==> src/rtl/bl_pkg.sv <==
package bl_pkg;

  // Kind of bus cycle decoded from the write strobes.
  typedef enum logic [1:0] {
    CYC_IDLE  = 2'd0,
    CYC_READ  = 2'd1,
    CYC_WRITE = 2'd2
  } cyc_kind_e;

endpackage

==> src/rtl/bl_lane_dec.sv <==
module bl_lane_dec
  import bl_pkg::*;
#(
  parameter int LANES = 2
) (
  input  logic             sel_i,
  input  logic             gw_n_i,
  input  logic             bwe_n_i,
  input  logic [LANES-1:0] bsel_n_i,
  output logic [LANES-1:0] lane_we_o,
  output cyc_kind_e        kind_o
);

  // The global strobe wins over the byte-write scheme.
  // Without a selection nothing is decoded.
  always_comb begin
    kind_o    = CYC_IDLE;
    lane_we_o = '0;
    if (sel_i) begin
      if (!gw_n_i) begin
        kind_o    = CYC_WRITE;
        lane_we_o = '1;
      end else if (!bwe_n_i) begin
        kind_o    = CYC_WRITE;
        lane_we_o = ~bsel_n_i;
      end else begin
        kind_o    = CYC_READ;
      end
    end
  end

endmodule

==> src/rtl/bl_lane_store.sv <==
module bl_lane_store #(
  parameter int ADDR_W = 4,
  parameter int WORD_W = 9
) (
  input  logic              clk,
  input  logic              we_i,
  input  logic [ADDR_W-1:0] waddr_i,
  input  logic [WORD_W-1:0] wdata_i,
  input  logic [ADDR_W-1:0] raddr_i,
  output logic [WORD_W-1:0] rdata_o
);

  localparam int DEPTH = 1 << ADDR_W;

  logic [WORD_W-1:0] mem_q [DEPTH];

  // Bus data is captured straight into the addressed word on the edge.
  always_ff @(posedge clk) begin
    if (we_i) begin
      mem_q[waddr_i] <= wdata_i;
    end
  end

  assign rdata_o = mem_q[raddr_i];

endmodule

==> src/rtl/bl_out_gate.sv <==
module bl_out_gate
  import bl_pkg::*;
(
  input  logic      clk,
  input  logic      rst_n,
  input  cyc_kind_e kind_i,
  input  logic      oe_n_i,
  output logic      drv_en_o
);

  logic rd_d, rd_q;

  // Only a read arms the drivers; a write or an idle cycle disarms them.
  always_comb begin
    rd_d = (kind_i == CYC_READ);
  end

  always_ff @(posedge clk or negedge rst_n) begin
    if (!rst_n) begin
      rd_q <= 1'b0;
    end else begin
      rd_q <= rd_d;
    end
  end

  // The output enable bypasses the clock.
  assign drv_en_o = rd_q & ~oe_n_i;

  AST_WRITE_KILLS_DRV: assert property (@(posedge clk) disable iff (!rst_n)
    (kind_i == CYC_WRITE) |=> !drv_en_o);
  AST_IDLE_DROPS_DRV: assert property (@(posedge clk) disable iff (!rst_n)
    (kind_i == CYC_IDLE) |=> !drv_en_o);
  AST_READ_FOLLOWS_OE: assert property (@(posedge clk) disable iff (!rst_n)
    (kind_i == CYC_READ) |=> (drv_en_o == !oe_n_i));
  AST_OE_HIGH_OFF: assert property (@(posedge clk) disable iff (!rst_n)
    oe_n_i |-> !drv_en_o);

endmodule

==> src/rtl/bl_wr_ctl.sv <==
module bl_wr_ctl
  import bl_pkg::*;
#(
  parameter int ADDR_W  = 4,
  parameter int LANES   = 2,
  parameter int LANE_DW = 8
) (
  input  logic                     clk,
  input  logic                     rst_n,
  input  logic                     sel_i,
  input  logic [ADDR_W-1:0]        addr_i,
  input  logic                     gw_n_i,
  input  logic                     bwe_n_i,
  input  logic [LANES-1:0]         bsel_n_i,
  input  logic                     oe_n_i,
  input  logic [LANES*LANE_DW-1:0] dq_i,
  input  logic [LANES-1:0]         dp_i,
  output logic [LANES*LANE_DW-1:0] dq_o,
  output logic [LANES-1:0]         dp_o,
  output logic                     drv_en_o
);

  localparam int WORD_W = LANE_DW + 1;

  // Reset: asserted at once, released on the clock.
  logic [1:0] rst_sync_q;
  logic       rst_int_n;

  always_ff @(posedge clk or negedge rst_n) begin
    if (!rst_n) begin
      rst_sync_q <= 2'b00;
    end else begin
      rst_sync_q <= {rst_sync_q[0], 1'b1};
    end
  end
  assign rst_int_n = rst_sync_q[1];

  // Strobe decode.
  logic [LANES-1:0] lane_we;
  cyc_kind_e        kind;

  bl_lane_dec #(.LANES(LANES)) u_dec (
    .sel_i    (sel_i),
    .gw_n_i   (gw_n_i),
    .bwe_n_i  (bwe_n_i),
    .bsel_n_i (bsel_n_i),
    .lane_we_o(lane_we),
    .kind_o   (kind)
  );

  AST_GW_ALL_LANES: assert property (@(posedge clk) disable iff (!rst_int_n)
    (sel_i && !gw_n_i) |-> (&lane_we));
  AST_DESEL_NO_WRITE: assert property (@(posedge clk) disable iff (!rst_int_n)
    !sel_i |-> (lane_we == '0));
  AST_NULL_BYTE_WRITE: assert property (@(posedge clk) disable iff (!rst_int_n)
    (sel_i && gw_n_i && !bwe_n_i && (&bsel_n_i)) |-> (lane_we == '0));

  // Read address register, loaded only on selected cycles.
  logic [ADDR_W-1:0] raddr_d, raddr_q;

  always_comb begin
    raddr_d = raddr_q;
    if (sel_i) begin
      raddr_d = addr_i;
    end
  end

  always_ff @(posedge clk or negedge rst_int_n) begin
    if (!rst_int_n) begin
      raddr_q <= '0;
    end else begin
      raddr_q <= raddr_d;
    end
  end

  // One storage slice per lane: data byte plus its parity bit.
  for (genvar l = 0; l < LANES; l++) begin : g_lane
    logic [WORD_W-1:0] wword, rword;

    assign wword = {dp_i[l], dq_i[l*LANE_DW +: LANE_DW]};

    bl_lane_store #(.ADDR_W(ADDR_W), .WORD_W(WORD_W)) u_store (
      .clk    (clk),
      .we_i   (lane_we[l]),
      .waddr_i(addr_i),
      .wdata_i(wword),
      .raddr_i(raddr_q),
      .rdata_o(rword)
    );

    assign dq_o[l*LANE_DW +: LANE_DW] = rword[LANE_DW-1:0];
    assign dp_o[l]                    = rword[LANE_DW];

    AST_LANE_MASK: assert property (@(posedge clk) disable iff (!rst_int_n)
      (sel_i && gw_n_i && !bwe_n_i) |-> (lane_we[l] == !bsel_n_i[l]));
  end

  bl_out_gate u_gate (
    .clk     (clk),
    .rst_n   (rst_int_n),
    .kind_i  (kind),
    .oe_n_i  (oe_n_i),
    .drv_en_o(drv_en_o)
  );

endmodule

==> config.mk <==
export PLATFORM = sky130hd
export DESIGN_NAME = bl_wr_ctl
export DESIGN_NICKNAME = d
export VERILOG_FILES = /design/src/rtl/bl_pkg.sv /design/src/rtl/bl_lane_dec.sv /design/src/rtl/bl_lane_store.sv /design/src/rtl/bl_out_gate.sv /design/src/rtl/bl_wr_ctl.sv
export SDC_FILE = /design/constraint.sdc
export NUM_CORES = 1
export LEC_CHECK = 0
export CORE_MARGIN = 5
export CORE_UTILIZATION = 55
export DETAILED_ROUTE_END_ITERATION = 12
export PLACE_DENSITY = 0.8
export SLEW_MARGIN = 20
export SYNTH_ARGS = -nofsm -noshare
export SYNTH_HDL_FRONTEND = slang
export SYNTH_SLANG_ARGS = --single-unit
==> constraint.sdc <==
create_clock -name clk -period 3.85 [get_ports clk]
set_input_delay 0.385 -clock clk [delete_from_list [all_inputs] [get_ports clk]]
set_output_delay 0.385 -clock clk [all_outputs]
set_load 0.03 [all_outputs]
After elaboration in Yosys (flattened, before gate mapping)
Memories as Yosys holds them, arrays and structs flattened. Index checks and enable logic that the tools add are counted.

Output and inout port bits: 19. Register bits after elaboration: 7. Word-level logic and storage cells: 19. Memory bits (writable): 288. Memories kept: 2. Input bits: 30.

Memories: g_lane[0].u_store.mem_q (words 16, bits a word 9, rd ports 1, clocked after memory_dff 0, wr ports 1, RTL line bl_lane_store.sv:15) `logic [WORD_W-1:0] mem_q [DEPTH];`; g_lane[1].u_store.mem_q (words 16, bits a word 9, rd ports 1, clocked after memory_dff 0, wr ports 1, RTL line bl_lane_store.sv:15).

Equal/unequal tests: 1. Mux-type cells: 10. Bitwise logic cells: 3.

Operator list (number): two-way mux 2 bit (6); two-way mux 1 bit (4); equality test 2 x 1 -> 1 bit (second input constant) (1); NOT 2 bit (1); bitwise AND 1 bit (1); NOT 1 bit (1).

Logic depth before layout (Yosys ltp)
Depth after elaboration: 6. Depth in mapped cells: 5. Gate-level depth less buffers: 3.

By module
A second synthesis with hierarchy kept.

Cells, all modules: 510. Area, all modules: 11489.8 µm².

Modules (own cells, without submodules): bl_lane_store (times used 2, cells an instance 245, area each 5600.4 µm²); bl_wr_ctl (times used 1, cells an instance 11, area each 198.9 µm²); bl_out_gate (times used 1, cells an instance 3, area each 52.6 µm²); bl_lane_dec (times used 1, cells an instance 6, area each 37.5 µm²).

Worst setup path before layout
OpenSTA, ideal clock, no wires.

Path kind: register to output. From: register raddr_q[0]. To: output dq_o[7]. Required time: 3.465 ns. Path buffers: 2. Slack: 1.890 ns. Stages on the path, launching flop included: 6. Data arrival time: 1.575 ns. Cell sequence: dfrtp_1 > buf_6 > buf_6 > mux4_1 > a22oi_1 > nand2_1.

Cells in the longest elaborated chain, start to end: 1.

RTL lines: start: declaration (RTL line bl_wr_ctl.sv:59) `logic [ADDR_W-1:0] raddr_d, raddr_q;`; start signal: assignment (RTL line bl_wr_ctl.sv:72) `raddr_q <= raddr_d;`; memory (16 x 9 bit); end: declaration (RTL line bl_wr_ctl.sv:18) `output logic [LANES*LANE_DW-1:0] dq_o,`.

No other way between the ends.

Worst setup path after layout
From: register raddr_q[0]. To: output dq_o[4].

The elaborated chain is that of the path after synthesis.

==> impl_metrics.env <==
export IMPL_cellLeakagePower_nw=4.21
export IMPL_avgSynthCellArea_um2=22.1
export IMPL_place_gp_congestion=0.773
export IMPL_place_inst=834
export IMPL_clock_path_buffers=3
export IMPL_cts_htree_levels=1
export IMPL_grt_pass1_wl_um=35400
export IMPL_final_cell_count_no_fill=884
export IMPL_portBuffers=48
export IMPL_ir_worst_vdd_uv=430
export IMPL_grt_max_degree=44
export IMPL_final_util_pct=64.8
export IMPL_post_route_cell_area_mm2=0.0131
export IMPL_fin_worst_skew_ns=0.00351
export IMPL_synth_cell_area_mm2=0.0112
export IMPL_gr_total_overflow=0
export IMPL_antenna_found_initial=0
export IMPL_rows=52
export IMPL_layout_commonest_cell="edfxtp_1"
export IMPL_io_pins=49
export IMPL_wl_per_cell_um=26.7
export IMPL_cts_hold_buf=0
export IMPL_hold_class="input pin to async pin"
export IMPL_dieHeight_um=153
export IMPL_first_pass_iters=5
export IMPL_fin_setup_tns_ns=0
export IMPL_initial_core_util_pct=55.7
export IMPL_dp_slack_ns=0.653
export IMPL_drv_cap=0
export IMPL_die_w_um=153
export IMPL_drtIter0Drc=628
export IMPL_min_period_over_period_pct=90.1
export IMPL_ys_flop_type="edfxtp_1"
export IMPL_maxSlewViolCount=0
export IMPL_antenna_cells=0
export IMPL_syn_inst=508
export IMPL_numCtsBuffers=27
export IMPL_slew_headroom_pct=29.9
export IMPL_place_area_mm2=0.0122
export IMPL_startpoint_type="flop"
export IMPL_hold_viol_final=0
export IMPL_cp_max_fo=21
export IMPL_drtAntennaViolNets=0
export IMPL_dieArea_mm2=0.0234
export IMPL_routed_wirelength_um=23600
export IMPL_max_freq_mhz=288
export IMPL_dp_hpwl_um=14000
export IMPL_mostFrequentLayoutCells="edfxtp_1, mux4_2, clkdlybuf4s50_1, a22oi_1"
export IMPL_netSwitchingPower_mw=1.49
export IMPL_cts_tree="built"
export IMPL_core_area_mm2=0.0202
export IMPL_cts_root_buf="clkbuf_16"
export IMPL_first_global_vias=5709
export IMPL_worst_pin_slew_ns=1.05
export IMPL_status="complete, no violations"
export IMPL_grtUsageTotal_pct=19.9
export IMPL_seq_power_share_pct=52.9
export IMPL_cts_sinks=295
export IMPL_post_route_min_period_ns=3.47
export IMPL_area_delta_synth_final_pct=16.3
export IMPL_swShare_pct=21.7
export IMPL_layout_setup_ws_ns=0.380
export IMPL_crit_required_ns=3.46
export IMPL_viasPerCell=6.26
export IMPL_clk_insertion_delay_late_ns=0.52
export IMPL_synth_cell_types=23
export IMPL_powerDensity_mw_per_mm2=524
export IMPL_synth_seq_cells=295
export IMPL_synth_nets=538
export IMPL_combPwrFrac_pct=9.5
export IMPL_ys_seq_area_share_pct=78.5
export IMPL_num_vias=5537
export IMPL_finalSetupViolations=0
export IMPL_cp_end_kind="primary output"
export IMPL_path_class="flop to primary output"
export IMPL_rsz0062_at_grt="no"
export IMPL_crit_arrival_ns=3.08
export IMPL_nets=624
export IMPL_pwr_share_clk_pct=37.6
export IMPL_drive_gt1_share_pct=24.6
export IMPL_route_detailed_drc=0
export IMPL_clk_pin_slew_ns=0.06
export IMPL_holdWs_ns=0.0249
export IMPL_yosysWarnings=0
export IMPL_synthArstFlopShare_pct=2.37
export IMPL_power_total_mw=6.84
export IMPL_p_int_mw=5.36
export IMPL_synth_edf_count=288
path summary, 6_finish.rpt:
kind | startpoint | to | slack [ns] | depth (start not counted)
min in group clk | rst_sync_q[0] | rst_sync_q[1] | 0.37 | 0
max in group asynchronous | rst_sync_q[1] | raddr_q[0] | 3.48 | 0
worst max-delay path | raddr_q[0] | dq_o[4] | 0.38 | 5
worst max register to register | raddr_q[0] | raddr_q[0] | 2.49 | 2
worst min-delay path | rst_n | rst_sync_q[0] | 0.02 | 1
worst min register to register | rst_sync_q[1] | raddr_q[3] | 0.11 | 0
cells by family (layout without fill, tap and decap cells):
kind of cell           Yosys count  after routing  share of synthesized area [%]
AND/OR/NAND/NOR                 71             71                           2.72
other                            1              1                         0.0334
buffers and inverters           27            133                           1.35
flip-flops                     295            295                           78.5
multiplexers                    76             76                           14.9
AO/OA/AOI/OAI                   38             38                           2.49
worst max-delay path: stages (launching register included):
cell and delay, ns:
dfrtp_4 0.75, buf_4 0.33, mux4_1 0.57, a22oi_1 0.20
nand2_1 0.07, clkdlybuf4s50_1 0.62
Yosys cell counts (2+ instances only):
library cell  count  area share, %
a22oi_1          36            2.4
mux4_2           70             14
edfxtp_1        288             77
nand2b_1          2           0.11
buf_4             3           0.20
buf_6             5           0.50
clkbuf_1         14           0.47
nor2_1           33            1.1
nor2b_1           3           0.17
dfrtp_1           7            1.6
buf_1             4           0.13
o21ai_0           2          0.089
nand4_1           2           0.11
mux4_1            2           0.47
mux2_2            4           0.40
and3b_1           2           0.16
nand2_1          25           0.84
what timing repair did:
item	4_1_cts	5_1_grt
resized for setup	0	0
endpoints found under the setup margin	0	7
setup buffers	0	1
metal layers:
layer | global-route usage, % | part of all wire (%) | vias to the layer above
met5 | 0 | 0 | -
met4 | 5.05 | 1.8 | 0
met3 | 3.31 | 9.2 | 42
met2 | 32.1 | 50 | 318
met1 | 29.2 | 39 | 2880
li1 | - | - | 2297
sequential cells by signal, indices dropped and copies added (netlist names):
signal,cells
g_lane.u_store.mem_q,288
raddr_q,4
rst_sync_q,2
u_gate.rd_q,1
cell type report:
| type | count | area [µm²] |
|---|---|---|
| Clock inverter | 17 | 153 |
| Fill cell | 1268 | 7100 |
| Clock buffer | 32 | 694 |
| Multi-Input combinational cell | 186 | 2260 |
| Sequential cell | 295 | 8830 |
| Tap cell | 270 | 338 |
| Timing Repair Buffer | 84 | 788 |
power groups by stage:
stage	Combinational [mW]	Clock [mW]	Sequential [mW]
6_report	0.649	2.57	3.62
5_1_grt	0.686	2.75	3.62
4_1_cts	0.638	2.60	3.63
3_5_place_dp	0.631	0	3.70
3_3_place_gp	0.617	0	3.69
2_1_floorplan	0.412	0	3.65
No activity file was read; power rests on OpenSTA's default activity.
